File: config.mk
export PLATFORM = sky130hd
export DESIGN_NAME = pci_bus_strap_detect
export DESIGN_NICKNAME = d
export VERILOG_FILES = /design/src/rtl/pci_strap_pkg.sv /design/src/rtl/pci_release_edge.sv /design/src/rtl/pci_mode_decode.sv /design/src/rtl/pci_strap_latch.sv /design/src/rtl/pci_bus_strap_detect.sv
export SDC_FILE = /design/constraint.sdc
export NUM_CORES = 1
export LEC_CHECK = 0
export BUFFER_PORTS_ARGS = -buffer_cell sky130_fd_sc_hd__buf_2
export CORE_AREA = 2 2 39 41
export CTS_CLUSTER_DIAMETER = 60
export DETAILED_ROUTE_END_ITERATION = 12
export DIE_AREA = 0 0 41 43
export SLEW_MARGIN = 0
export SYNTH_ARGS = -nofsm -noshare
export SYNTH_HDL_FRONTEND = slang
export SYNTH_SLANG_ARGS = --single-unit
File: constraint.sdc
create_clock -name clk -period 2.4 [get_ports clk]
set_input_delay 0.48 -clock clk [delete_from_list [all_inputs] [get_ports clk]]
set_output_delay 0.48 -clock clk [all_outputs]
set_load 0.02 [all_outputs]
File: src/rtl/pci_strap_pkg.sv
// Shared types for the bus-strap detector.
// Assumes straps are sampled as active-low bus lines.
package pci_strap_pkg;
    typedef enum logic {
        BUS_PCI  = 1'b0,
        BUS_PCIX = 1'b1
    } bus_mode_e;

    typedef struct packed {
        logic perr_n;
        logic devsel_n;
        logic stop_n;
        logic trdy_n;
    } mode_strap_t;

    localparam int STRAP_W = $bits(mode_strap_t);
endpackage

File: src/rtl/pci_release_edge.sv
// Finds the PCI clock edge on which the bus reset is first seen high.
// Assumes rst_n is already synchronous to clk.
module pci_release_edge (
    input  logic clk,
    input  logic rst_n,
    output logic release_pulse
);
    logic rst_seen_q;

    // Keep last cycle's reset level for edge comparison.
    always_ff @(posedge clk) begin
        rst_seen_q <= rst_n;
    end

    assign release_pulse = rst_n & ~rst_seen_q;
endmodule

File: src/rtl/pci_mode_decode.sv
// Turns the four mode straps into a bus mode.
// Any pattern that is not PCI-X counts as conventional PCI; sub-speeds are not separated.
module pci_mode_decode
    import pci_strap_pkg::*;
(
    input  mode_strap_t strap,
    output bus_mode_e   mode
);
    // PCI-X when both upper straps are high and at least one lower strap is low.
    always_comb begin
        if (strap.perr_n && strap.devsel_n && !(strap.stop_n && strap.trdy_n))
            mode = BUS_PCIX;
        else
            mode = BUS_PCI;
    end
endmodule

File: src/rtl/pci_strap_latch.sv
// Applies the mode and width overrides and latches the results on the release pulse.
// Assumes synchronous active-low reset; results are held until the next reset.
module pci_strap_latch
    import pci_strap_pkg::*;
#(
    parameter bit RESET_PCIX = 1'b0,
    parameter bit RESET_WIDE = 1'b0
) (
    input  logic      clk,
    input  logic      rst_n,
    input  logic      capture,
    input  bus_mode_e seen_mode,
    input  logic      req64_n,
    input  logic      mode_force,
    input  logic      manual_pci,
    input  logic      width_force,
    input  logic      manual_32,
    output logic      pcix_en,
    output logic      wide_en,
    output logic      reconfig_req
);
    bus_mode_e run_mode;
    logic      run_wide;
    logic      mismatch;

    // Pick the operating mode: pinned value or decoded straps.
    always_comb begin
        if (mode_force)
            run_mode = manual_pci ? BUS_PCI : BUS_PCIX;
        else
            run_mode = seen_mode;
    end

    // Pick the width: pinned value or the 64-bit request strap.
    always_comb begin
        run_wide = width_force ? ~manual_32 : ~req64_n;
    end

    // Detection runs even when the mode is pinned; flag any disagreement.
    always_comb begin
        mismatch = mode_force && (run_mode != seen_mode);
    end

    // Hold defaults in reset, capture once on release, then freeze.
    always_ff @(posedge clk) begin
        if (!rst_n) begin
            pcix_en      <= RESET_PCIX;
            wide_en      <= RESET_WIDE;
            reconfig_req <= 1'b0;
        end else if (capture) begin
            pcix_en      <= (run_mode == BUS_PCIX);
            wide_en      <= run_wide;
            reconfig_req <= mismatch;
        end
    end
endmodule

File: src/rtl/pci_bus_strap_detect.sv
// Top level: decodes bus mode and width from reset-release straps with manual overrides.
// Assumes all inputs are stable around the clock edge where rst_n first reads high.
module pci_bus_strap_detect
    import pci_strap_pkg::*;
(
    input  logic clk,
    input  logic rst_n,
    input  logic req64_n,
    input  logic perr_n,
    input  logic devsel_n,
    input  logic stop_n,
    input  logic trdy_n,
    input  logic mode_force,
    input  logic manual_pci,
    input  logic width_force,
    input  logic manual_32,
    output logic pcix_en,
    output logic wide_en,
    output logic reconfig_req
);
    logic        release_pulse;
    mode_strap_t strap;
    bus_mode_e   seen_mode;

    assign strap = '{perr_n: perr_n, devsel_n: devsel_n, stop_n: stop_n, trdy_n: trdy_n};

    pci_release_edge u_edge (
        .clk           (clk),
        .rst_n         (rst_n),
        .release_pulse (release_pulse)
    );

    pci_mode_decode u_decode (
        .strap (strap),
        .mode  (seen_mode)
    );

    pci_strap_latch #(
        .RESET_PCIX (1'b0),
        .RESET_WIDE (1'b0)
    ) u_latch (
        .clk          (clk),
        .rst_n        (rst_n),
        .capture      (release_pulse),
        .seen_mode    (seen_mode),
        .req64_n      (req64_n),
        .mode_force   (mode_force),
        .manual_pci   (manual_pci),
        .width_force  (width_force),
        .manual_32    (manual_32),
        .pcix_en      (pcix_en),
        .wide_en      (wide_en),
        .reconfig_req (reconfig_req)
    );
endmodule

==> flow_summary.ini <==
[setup_path]
path_max_fanout = 2
critPathArrivalTime_ns = 0.72
path_cells = buf_2
startpoint = u_latch.pcix_en
endpoint_kind = primary output
required_ns = 1.92
critical_path_buf_inv_count = 1
crit_family = flip-flops
crit_type = reg -> out
start_kind = flop
reg2reg_from = u_edge.rst_seen_q
cpPeakStageDelay_ns = 0.32
slowest_stage = dfxtp_1

[global_routing]
grt_pass1_vias = 185
grt_max_degree = 7
antenna_found_initial = 0
grt_usage_pct = 7.129
grt-ovfl-total = 0
grt_pass1_wl_um = 724

[placed_design]
gp_congestion = 0.7434
place_ws_ns = 1.205
port-buffer-count = 13

[pwr]
switchingPower_mw = 0.04273
seqPwrFrac_pct = 39.8
p_int_mw = 0.1404
ir_drop_mv = 0.3355
power_density_nw_per_um2 = 628.1
clkPwrFrac_pct = 45.6
p_comb_share_pct = 14.6
sw_frac_of_total_pct = 23.33
p_leak_nw = 0.1474

[timing]
final.min_clock_period_ns = 1.202
fin_skew_ns = 0.003075
tns_ns = 0
fin_crit_sh_pct = 50.07
maxSlewViolCount = 0
max_freq_mhz = 832.2
grt_setup_unrepaired = no
hold_ws_ns = 0.4157
worst_slack_ns = 1.198
worstMarginPinSlew_ns = 0.2421
finalSetupViolCount = 0
final-hold-violation-count = 0
maxSlewHeadroom_pct = 83.61

[cts]
clock-sinks = 4
cts_resized = 0
clk_pin_slew_ns = 0.04
cts_hold_repair.buffers = 0
htree_levels = 1
cts_root_buf = clkbuf_4
cts_buffers = 3
cts_setup_buffers = 0
cts_buffer_depth = 2
clk_latency_ns = 0.23
cts_tree = done

[finish]
post-route-util_pct = 21.07
drive_gt1_share_pct = 51.43
diodes = 0
fin_nets = 48
synthToLayoutAreaGrowth_pct = 58.50

[drt]
wl_um = 443
first_pass_iters = 3
antenna_left = 0
drc = 0
via_per_inst = 3.863
vias = 197
dr.first_iter.drc_count = 6
avgRoutedWirePerCell_um = 8.686

[logic_synthesis]
ys_types = 13
synth_nets = 30
postSynthCellCount = 19
ys_seq_elements = 4
synthesis.area_um2 = 183.9
yosysSeqAreaShare_pct = 43.54
synth_warnings = 0
synth_top_area_share_pct = 43.54
synth.largest_area_cell = dfxtp_1
syn_avg_cell_area_um2 = 9.680
synthTopCellsByArea = dfxtp_1 44%, o311ai_1 9.5%, and4bb_2 6.8%

[flow_run]
drv_cap = 0

[floorplanning]
fp-row-count = 14
core_area_um2 = 1384
die_h_um = 43
io_pins = 14
die_x_um = 41
initial_core_util_pct = 13.29
die_area_um2 = 1763

[worst_hold_path]
min_path_type = in -> reg
hold_start = rst_n

[status]
status = finished clean
## sequential cells by signal, indices dropped and copies added, names as in the netlist
signal and count:
u_edge.rst_seen_q 1, u_latch.reconfig_req 1, u_latch.wide_en 1, u_latch.pcix_en 1
## cells in the mapped netlist (all sizes together)
cell type	number
o211a	1
mux2i	1
o311ai	2
nand2	3
a21boi	1
inv	1
dfxtp	4
nand2b	1
o21ai	1
nand3	1
nand4	1
and4bb	1
and2	1
## logic make-up (layout without fill, tap and decap cells)
logic type,after synthesis,in the layout,share of synthesized area [%]
simple gates,8,8,27.21
buf+inv,1,17,2.039
mux,1,1,5.442
flops,4,4,43.54
compound gates,5,5,21.77
## cells in the final DEF, fill, tap and decap left out
cell	synthesis	layout
clkbuf_4	0	3
buf_2	0	13
nand3_1	1	1
dfxtp_1	4	4
and4bb_2	1	1
and2_4	1	1
o311ai_1	2	2
mux2i_1	1	1
nand2b_1	1	1
inv_1	1	1
o21ai_0	1	1
o211a_1	1	1
nand4_1	1	1
nand2_1	3	3
a21boi_0	1	1
## layout make-up
type | instances | area [um^2]
clock buffer | 3 | 22.52
fill | 150 | 1092
inverter | 1 | 3.754
multi-input combinational | 14 | 100.1
sequential | 4 | 80.08
tap | 16 | 20.02
timing repair buffer | 13 | 65.06
## path summary, 6_finish.rpt
kind | cells after the start | endpoint | slack, ns
min | 1 | u_edge.rst_seen_q | 0.42
max reg2reg | 3 | u_latch.reconfig_req | 1.51
min reg2reg | 2 | u_latch.wide_en | 0.46
max | 1 | pcix_en | 1.20
## power by group through the flow
stage,Combinational [mW],Sequential (mW),Clock (mW)
global route,0.0303,0.0733,0.0963
finish,0.0268,0.0729,0.0835
detailed placement,0.0272,0.0739,0
CTS,0.0273,0.0728,0.0882
floorplan,0.00926,0.0775,0
global placement,0.0268,0.0739,0
## layer usage
layer | up-vias | track usage, % | wire (um)
li1 | 105 | - | -
met1 | 78 | 7.395 | 210
met2 | 14 | 7.500 | 155
met3 | 0 | 9.424 | 76
met4 | 0 | 4.000 | 0
met5 | - | 0 | 0
## through the flow
stage                     cells  power (mW)  cell area (um^2)
final                        51      0.1831             291.5
after global routing         51      0.1999             291.5
after CTS                    51      0.1883             291.5
after detailed placement     48      0.1010             269.0
after global placement       48      0.1007             269.0
after floorplan              19     0.08676             183.9
No activity file was read; power rests on OpenSTA's default activity.
